File: src/rtl/ibf_pkg.sv
package ibf_pkg;
  localparam int MAX_LEN = 3;
  localparam int LEN_W   = 2;

  typedef logic [LEN_W-1:0] len_t;

  // size field to word count: 00/01 -> 1, 10 -> 2, 11 -> 3
  function automatic len_t size_of(input logic [1:0] fld);
    case (fld)
      2'b10:   size_of = len_t'(2);
      2'b11:   size_of = len_t'(3);
      default: size_of = len_t'(1);
    endcase
  endfunction
endpackage

File: src/rtl/ibf_len_decode.sv
module ibf_len_decode
  import ibf_pkg::*;
#(
  parameter int N_WORDS = 8,
  parameter int WORD_W  = 32
) (
  input  logic [N_WORDS*WORD_W-1:0] words,
  output len_t                      lens [N_WORDS]
);
  for (genvar i = 0; i < N_WORDS; i++) begin : g_word
    assign lens[i] = size_of(words[i*WORD_W+WORD_W-1 -: 2]);
  end
endmodule

File: src/rtl/ibf_start_chain.sv
module ibf_start_chain
  import ibf_pkg::*;
#(
  parameter int N_WORDS = 8,
  parameter int IDX_W   = $clog2(N_WORDS),
  parameter int CARRY_W = $clog2(MAX_LEN)
) (
  input  len_t               lens   [N_WORDS],
  input  logic [IDX_W-1:0]   entry,
  output logic [N_WORDS-1:0] starts,
  output logic [N_WORDS*LEN_W-1:0] start_lens,
  output logic [CARRY_W-1:0] spill
);
  always_comb begin
    logic [N_WORDS-1:0] s;
    s = '0;
    for (int i = 0; i < N_WORDS; i++) begin
      s[i] = (entry == IDX_W'(i));
      for (int d = 1; d <= MAX_LEN; d++) begin
        if (i - d >= 0) begin
          if (s[i-d] && (lens[i-d] == LEN_W'(d))) s[i] = 1'b1;
        end
      end
    end
    starts = s;
  end

  always_comb begin
    spill      = '0;
    start_lens = '0;
    for (int j = 0; j < N_WORDS; j++) begin
      if (starts[j]) begin
        start_lens[j*LEN_W +: LEN_W] = lens[j];
        if (j + int'(lens[j]) > N_WORDS)
          spill = CARRY_W'(j + int'(lens[j]) - N_WORDS);
      end
    end
  end
endmodule

File: src/rtl/ibf_carry_reg.sv
module ibf_carry_reg
  import ibf_pkg::*;
#(
  parameter int CARRY_W = 2
) (
  input  logic               clk,
  input  logic               rst_n,
  input  logic               flush,
  input  logic               redirect,
  input  logic               take,
  input  logic [CARRY_W-1:0] spill_in,
  output logic [CARRY_W-1:0] carry_q
);
  always_ff @(posedge clk or negedge rst_n) begin
    if (!rst_n)        carry_q <= '0;
    else if (flush)    carry_q <= '0;
    else if (take)     carry_q <= spill_in;
    else if (redirect) carry_q <= '0;
  end

  p_flush_clear_r7: assert property (@(posedge clk) disable iff (!rst_n)
    flush |=> carry_q == '0);
  p_idle_hold_r6: assert property (@(posedge clk) disable iff (!rst_n)
    (!take && !flush && !redirect) |=> $stable(carry_q));
  p_carry_range_r5: assert property (@(posedge clk) disable iff (!rst_n)
    int'(carry_q) < MAX_LEN);
endmodule

File: src/rtl/ibf_boundary_finder.sv
module ibf_boundary_finder
  import ibf_pkg::*;
#(
  parameter int N_WORDS = 8,
  parameter int WORD_W  = 32,
  localparam int IDX_W   = $clog2(N_WORDS),
  localparam int CARRY_W = $clog2(MAX_LEN)
) (
  input  logic                      clk,
  input  logic                      rst_n,
  input  logic                      in_valid,
  input  logic [N_WORDS*WORD_W-1:0] fetch_words,
  input  logic                      flush,
  input  logic                      redirect,
  input  logic [IDX_W-1:0]          start_offset,
  output logic                      out_valid,
  output logic [N_WORDS-1:0]        start_mask,
  output logic [N_WORDS*LEN_W-1:0]  start_len,
  output logic [CARRY_W-1:0]        carry_out
);
  len_t               lens [N_WORDS];
  logic [IDX_W-1:0]   entry;
  logic [N_WORDS-1:0] raw_starts;
  logic [N_WORDS*LEN_W-1:0] raw_lens;
  logic [CARRY_W-1:0] raw_spill;
  logic [CARRY_W-1:0] carry_q;
  logic               take;

  assign take  = in_valid && !flush;
  assign entry = redirect ? start_offset : IDX_W'(carry_q);

  ibf_len_decode #(.N_WORDS(N_WORDS), .WORD_W(WORD_W)) u_dec (
    .words (fetch_words),
    .lens  (lens)
  );

  ibf_start_chain #(.N_WORDS(N_WORDS), .IDX_W(IDX_W), .CARRY_W(CARRY_W)) u_chain (
    .lens       (lens),
    .entry      (entry),
    .starts     (raw_starts),
    .start_lens (raw_lens),
    .spill      (raw_spill)
  );

  ibf_carry_reg #(.CARRY_W(CARRY_W)) u_carry (
    .clk      (clk),
    .rst_n    (rst_n),
    .flush    (flush),
    .redirect (redirect),
    .take     (take),
    .spill_in (raw_spill),
    .carry_q  (carry_q)
  );

  assign out_valid  = take;
  assign start_mask = take ? raw_starts : '0;
  assign start_len  = take ? raw_lens   : '0;
  assign carry_out  = take ? raw_spill  : '0;

  p_idle_no_start_r6: assert property (@(posedge clk) disable iff (!rst_n)
    !in_valid |-> (start_mask == '0 && carry_out == '0));
  p_cont_words_r4: assert property (@(posedge clk) disable iff (!rst_n)
    (take && !redirect && carry_q != '0) |-> !start_mask[0]);
  p_redirect_entry_r8: assert property (@(posedge clk) disable iff (!rst_n)
    (take && redirect) |-> start_mask[start_offset]);

  for (genvar i = 0; i < N_WORDS; i++) begin : g_chk
    p_nonstart_len_zero_r3: assert property (@(posedge clk) disable iff (!rst_n)
      !start_mask[i] |-> start_len[i*LEN_W +: LEN_W] == '0);
  end
endmodule

File: config.mk
export PLATFORM = sky130hd
export DESIGN_NAME = ibf_boundary_finder
export DESIGN_NICKNAME = d
export VERILOG_FILES = /design/src/rtl/ibf_pkg.sv /design/src/rtl/ibf_len_decode.sv /design/src/rtl/ibf_start_chain.sv /design/src/rtl/ibf_carry_reg.sv /design/src/rtl/ibf_boundary_finder.sv
export SDC_FILE = /design/constraint.sdc
export NUM_CORES = 1
export LEC_CHECK = 0
export BUFFER_PORTS_ARGS = -buffer_cell sky130_fd_sc_hd__buf_2
export CORE_AREA = 10 10 103 105
export DETAILED_ROUTE_END_ITERATION = 8
export DIE_AREA = 0 0 113 115
export PLACE_DENSITY = 0.48
export SKIP_LAST_GASP = 1
export SYNTH_ARGS = -nofsm -noshare
export SYNTH_HDL_FRONTEND = slang
export SYNTH_SLANG_ARGS = --single-unit
export TNS_END_PERCENT = 10
File: constraint.sdc
create_clock -name clk -period 3.7 [get_ports clk]
set_input_delay 0.37 -clock clk [delete_from_list [all_inputs] [get_ports clk]]
set_output_delay 0.37 -clock clk [all_outputs]
set_load 0.01 [all_outputs]
-- Word level (Yosys, flattened, before mapping)
Cells that the tools add are included.
- bits in registers: 2
- input bits: 264
- output and inout port bits: 27
- word-level logic and storage cells: 144
- add/subtract/negate cells: 15
- $lt $le $gt $ge: 8
- equal/unequal tests: 41
- multiplexer cells: 57
- reduce and logical (&&, ||, !) cells: 22
- operators by type and width (operator ; count):
    2-to-1 mux 2 bit ; 28
    equality test 2 bit, second input constant ; 27
    case mux 2 bit (2 select lines) ; 8
    logical AND 1 bit ; 19
    2-to-1 mux 1 bit ; 18
    adder 3 x 2 -> 4 bit, first input constant ; 4
    greater-than comparator 4 bit, second input constant ; 4
    2-to-1 mux 16 bit ; 1
    subtractor 2 x 1 -> 2 bit, second input constant ; 8
    equality test 2 x 1 -> 1 bit, second input constant ; 7
    equality test 3 bit, second input constant ; 4
    greater-than comparator 3 x 4 -> 1 bit, second input constant ; 3
    2-to-1 mux 8 bit ; 1
    adder 2 x 2 -> 3 bit, first input constant ; 2
    equality test 3 x 2 -> 1 bit, second input constant ; 2
    greater-than comparator 2 x 4 -> 1 bit, second input constant ; 1
    adder 1 x 2 -> 3 bit, first input constant ; 1
    equality test 3 x 1 -> 1 bit, second input constant ; 1
    zero test 3 bit ; 1
    2-to-1 mux 3 bit ; 1
    nonzero test 3 bit ; 1
    zero test 1 bit ; 1

-- Depth between registers and ports, before layout
- word-level depth: 31
- gate-level depth with buffers: 9
- gate-level depth less buffers: 8

-- Hierarchy
Synthesis repeated with hierarchy kept, for this count alone.
- cell total of the unflattened synthesis: 153
- area, all modules: 1163.6 um^2
- modules (own cells, without submodules) (module ; times used ; cells each ; area an instance (um^2) ; seq. area each (um^2)):
    ibf_start_chain ; 1 ; 95 ; 681.9 ; 0.0
    ibf_boundary_finder ; 1 ; 34 ; 316.6 ; 0.0
    ibf_carry_reg ; 1 ; 8 ; 85.1 ; 50.0
    ibf_len_decode ; 1 ; 16 ; 80.1 ; 0.0

-- Worst setup path after synthesis
OpenSTA, ideal clock, no wires.
- kind: input port to output port
- start: input redirect
- end: output carry_out[0]
- data arrival time: 2.254 ns
- required time: 3.330 ns
- slack: 1.076 ns
- stages: 9
- buffers on the path: 1
- path through: buf_6 or3b_1 a21oi_4 o311ai_1 a31o_2 a31oi_4 a221oi_2 nor2_1 a22o_1
- word-level cells in the longest chain between the ends: 29
- elaborated cells on any way between the ends: 61
- classes of those cells: 7 x eq/ne; 35 x mux; 19 x reduce/logical
- RTL lines (element ; RTL line ; RTL):
    start: declaration ; ibf_boundary_finder.sv:14 ; input logic redirect,
    2-to-1 mux 3 bit (*) ; ibf_boundary_finder.sv:30 ; assign entry = redirect ? start_offset : IDX_W'(carry_q);
    zero test 3 bit ; ibf_start_chain.sv:18 ; s[i] = (entry == IDX_W'(i));
    logical AND 1 bit ; ibf_start_chain.sv:21 ; if (s[i-d] && (lens[i-d] == LEN_W'(d))) s[i] = 1'b1;
    2-to-1 mux 1 bit ; ibf_start_chain.sv:21 ;
    logical AND 1 bit ; ibf_start_chain.sv:21 ;
    2-to-1 mux 1 bit (2 in a row) ; ibf_start_chain.sv:21 ;
    logical AND 1 bit ; ibf_start_chain.sv:21 ;
    2-to-1 mux 1 bit (3 in a row) ; ibf_start_chain.sv:21 ;
    [... 4 more ...] ; - ;
    logical AND 1 bit ; ibf_start_chain.sv:21 ;
    2-to-1 mux 1 bit (3 in a row) ; ibf_start_chain.sv:21 ;
    logical AND 1 bit ; ibf_start_chain.sv:21 ;
    2-to-1 mux 1 bit (3 in a row) ; ibf_start_chain.sv:21 ;
    logical AND 1 bit ; ibf_start_chain.sv:21 ;
    2-to-1 mux 1 bit (3 in a row) ; ibf_start_chain.sv:21 ;
    2-to-1 mux 2 bit (*) ; ibf_start_chain.sv:32 ; if (starts[j]) begin
    2-to-1 mux 2 bit (*) ; ibf_boundary_finder.sv:58 ; assign carry_out = take ? raw_spill : '0;
    end: declaration ; ibf_boundary_finder.sv:19 ; output logic [CARRY_W-1:0] carry_out
Mark *: on every way between the ends. The rest lies on a longest branch, timed or not.

-- Worst setup path in the final report
- start: register u_carry.carry_q[0]
- end: output carry_out[1]
- word-level cells in the longest chain between the ends: 29
- elaborated cells on any way between the ends: 61
- classes of those cells: 7 x eq/ne; 35 x mux; 19 x reduce/logical
- RTL lines (element ; RTL line ; RTL):
    start: declaration ; ibf_carry_reg.sv:12 ; output logic [CARRY_W-1:0] carry_q
    start signal: assignment ; ibf_carry_reg.sv:17 ; else if (take) carry_q <= spill_in;
    2-to-1 mux 3 bit (*) ; ibf_boundary_finder.sv:30 ;
    zero test 3 bit ; ibf_start_chain.sv:18 ;
    logical AND 1 bit ; ibf_start_chain.sv:21 ;
    2-to-1 mux 1 bit ; ibf_start_chain.sv:21 ;
    logical AND 1 bit ; ibf_start_chain.sv:21 ;
    2-to-1 mux 1 bit (2 in a row) ; ibf_start_chain.sv:21 ;
    logical AND 1 bit ; ibf_start_chain.sv:21 ;
    2-to-1 mux 1 bit (3 in a row) ; ibf_start_chain.sv:21 ;
    [... 4 more ...] ; - ;
    logical AND 1 bit ; ibf_start_chain.sv:21 ;
    2-to-1 mux 1 bit (3 in a row) ; ibf_start_chain.sv:21 ;
    logical AND 1 bit ; ibf_start_chain.sv:21 ;
    2-to-1 mux 1 bit (3 in a row) ; ibf_start_chain.sv:21 ;
    logical AND 1 bit ; ibf_start_chain.sv:21 ;
    2-to-1 mux 1 bit (3 in a row) ; ibf_start_chain.sv:21 ;
    2-to-1 mux 2 bit (*) ; ibf_start_chain.sv:32 ;
    2-to-1 mux 2 bit (*) ; ibf_boundary_finder.sv:58 ;
Marks and branches as above.

==> metrics.cfg <==
[detailed_routing]
via_per_inst = 3.61
wirelength_um = 3380
firstDrtPassIters = 4
first_iter_violations = 77
drc_errors = 0
vias = 941
avgRoutedWirePerCell_um = 13.0
postRouteAntennaNets = 0

[power]
power.internal_mw = 0.140
vdd_drop_max_mv = 0.130
p_per_area_nw_per_um2 = 193
p_switching_mw = 0.0834
cellLeakagePower_nw = 0.561
p_clk_share_pct = 38.1
seqPwrFrac_pct = 11.0
power_frac_comb_pct = 50.9
switching_share_pct = 37.3

[yosys]
synth-seq-cells = 2
async_flop_share_pct = 100
yosysWarnings = 0
synth-edff-count = 0
synth_area_per_cell_sq_um = 7.41
synth_area_sq_um = 748
syn_nets = 365
ys.flop_type = dfrtp_1
synth.distinct_cells = 48
seq_area_frac_synth_pct = 6.69
synth_cells = 101

[clocking]
cts_setup_buffers = 0
cts_root_buf = clkbuf_8
cts_made_buffers = 3
clk_latency_ns = 0.21
cts_num_sinks = 2
cts_htree_levels = 1
cts_hold_buf = 1
path_clk_slew_ns = 0.03
cts_max_path_buffers = 2
cts_tree = done
cts_resized = 0

[setup_path]
worstSetupEndpointType = output pin
crit_end = carry_out[1]
cp_cell_sequence = or3b_1, a21oi_4, nor2_1, and3_1, o31ai_2, a31oi_1, nand3_2, and3_1, buf_2
cp_common_cell = and3_1
rrSetupSlack_ns = 1.33
startpoint_type = flop
worstPathArrival_ns = 2.66
max_stage_delay_ns = 0.46
reg2reg_depth = 8
required_ns = 3.33
critPathSlowestCell = or3b_1
path_class = flop to output pin
crit_family = simple AND/OR/NAND/NOR gates
worstReg2RegEnd = u_carry.carry_q[1]$_DFFE_PN0P_
crit_cells = 9
r2r-start = u_carry.carry_q[0]$_DFFE_PN0P_
cp-startpoint = u_carry.carry_q[0]$_DFFE_PN0P_
crit_buf_inv = 1
critPathMaxFanout = 6

[timing]
fin_tns_setup_ns = 0
slew_headroom_pct = 70.0
finalSetupViolCount = 0
clock.fmax_mhz = 330
fin_crit_sh_pct = 81.8
rsz0062_at_grt = false
hold_viol = 0
period_needed_ns = 3.03
tightest_slew_ns = 0.450
clock_skew_ns = 0.000422
drv_slew = 0

[die]
core_area_sq_um = 8550
start_util_pct = 8.75
ios = 291
die_x_um = 113
die-area_sq_um = 13000
rows = 34
die_h_um = 115

[grt]
grt_pass1_wl_um = 5470
grt_max_degree = 11
antenna_found_initial = 1
overflow = 0
grtUsageTotal_pct = 5.20
grt_pass1_vias = 1035

[cells_and_area]
diodes = 0
syn_to_final_growth_pct = 55.4
seq_area_sq_um = 50.0
largest_register_ff_count = 2
multi_input_area_sq_um = 642
drive_gt1_share_pct = 45.8
fillers = 996
top_regs = u_carry.carry_q x2
regMostFlops = u_carry.carry_q
fin_nets = 419
fin_util_pct = 13.6

[placement]
port_buffers = 50
dp_hpwl_um = 3040
gp_congestion = 0.750

[outcome]
status = finished clean

[min_path]
hp-class = input port to flop

[flow_run]
max_cap_viol_count = 0

==> worst min-delay path by stage <==
stage,slack [ns],start,cells past startpoint,to
after floorplan,0.07,rst_n,0,u_carry.carry_q[0]$_DFFE_PN0P_
after global placement,0.16,rst_n,1,u_carry.carry_q[1]$_DFFE_PN0P_
after detailed placement,0.16,rst_n,1,u_carry.carry_q[0]$_DFFE_PN0P_
after CTS,0.44,fetch_words[254],2,u_carry.carry_q[1]$_DFFE_PN0P_
after global routing,0.45,fetch_words[254],2,u_carry.carry_q[1]$_DFFE_PN0P_
final,0.44,fetch_words[254],2,u_carry.carry_q[1]$_DFFE_PN0P_
==> cells in the final DEF, fill, tap and decap left out, types with 3 or more instances in the layout <==
cell and n:
nand3_1 5, nor3_1 5, a21boi_0 3, clkbuf_8 3, and2_1 8, inv_1 9, nand2_1 8, and3_1 3
nand2b_1 4, a21oi_1 4, nor2b_1 5, nor2_1 7, buf_2 50
==> layout make-up <==
cell class                 count  area share [%]
clock buffer                   3            3.55
inverter                       9            2.91
multi-input combinational     88            55.2
sequential                     2            4.31
tap                          108            11.6
timing repair buffer          51            22.4
==> through the flow <==
step | instance area, sq um | cells | setup slack, ns | hold WS [ns] | total power, mW
global placement | 1110 | 257 | 0.715 | 0.156 | 0.138
global route | 1160 | 261 | 0.528 | 0.449 | 0.244
finish | 1160 | 261 | 0.672 | 0.443 | 0.224
floorplan | 748 | 101 | 1.08 | 0.0744 | 0.0943
CTS | 1160 | 261 | 0.653 | 0.438 | 0.229
detailed placement | 1110 | 257 | 0.729 | 0.159 | 0.139
==> cells in the mapped netlist, drive strengths merged (2+ instances only) <==
library cell | count | area share (%)
nand2b | 4 | 3.3
dfrtp | 2 | 6.7
and2 | 9 | 7.7
a31oi | 3 | 4.5
inv | 9 | 4.5
o31ai | 2 | 2.7
nor2 | 7 | 3.5
and3 | 4 | 4.0
a21oi | 6 | 6.0
a21boi | 3 | 3.0
o21ai | 2 | 1.8
nand3 | 6 | 4.7
nor3 | 6 | 5.5
nor2b | 5 | 4.2
nand2 | 8 | 4.0
buf | 2 | 3.0
==> per-layer routing <==
layer / track usage, % / share of wire (%) / wire length [um]
met5: 0 / 0.38 / 13
met4: 2.54 / 1.6 / 53
met3: 2.40 / 8.9 / 302
met2: 7.80 / 42 / 1430
met1: 6.16 / 47 / 1590
==> cells by family (layout without fill, tap and decap cells) <==
kind of cell	Yosys count	after routing	share of synthesized area, %
flops	2	2	6.69
buf+inv	11	63	7.52
compound gates	31	31	37.1
mux	2	2	5.02
simple gates	55	55	43.6
==> power by group through the flow <==
stage	clock network [mW]	registers [mW]	logic, mW
6_report	0.0853	0.0247	0.114
5_1_grt	0.0927	0.0249	0.127
4_1_cts	0.0885	0.0247	0.115
3_5_place_dp	0	0.0249	0.114
3_3_place_gp	0	0.0249	0.113
2_1_floorplan	0	0.0244	0.0700
==> worst register-to-register path: stages, from the launching register on <==
cell and delay, ns:
dfrtp_1 0.43, or3b_1 0.46, a21oi_4 0.22, nor2_1 0.09
and3_1 0.21, o31ai_2 0.36, a31oi_1 0.19, nand3_2 0.16
a32o_2 0.18
Power figures use the tool's default switching activity.
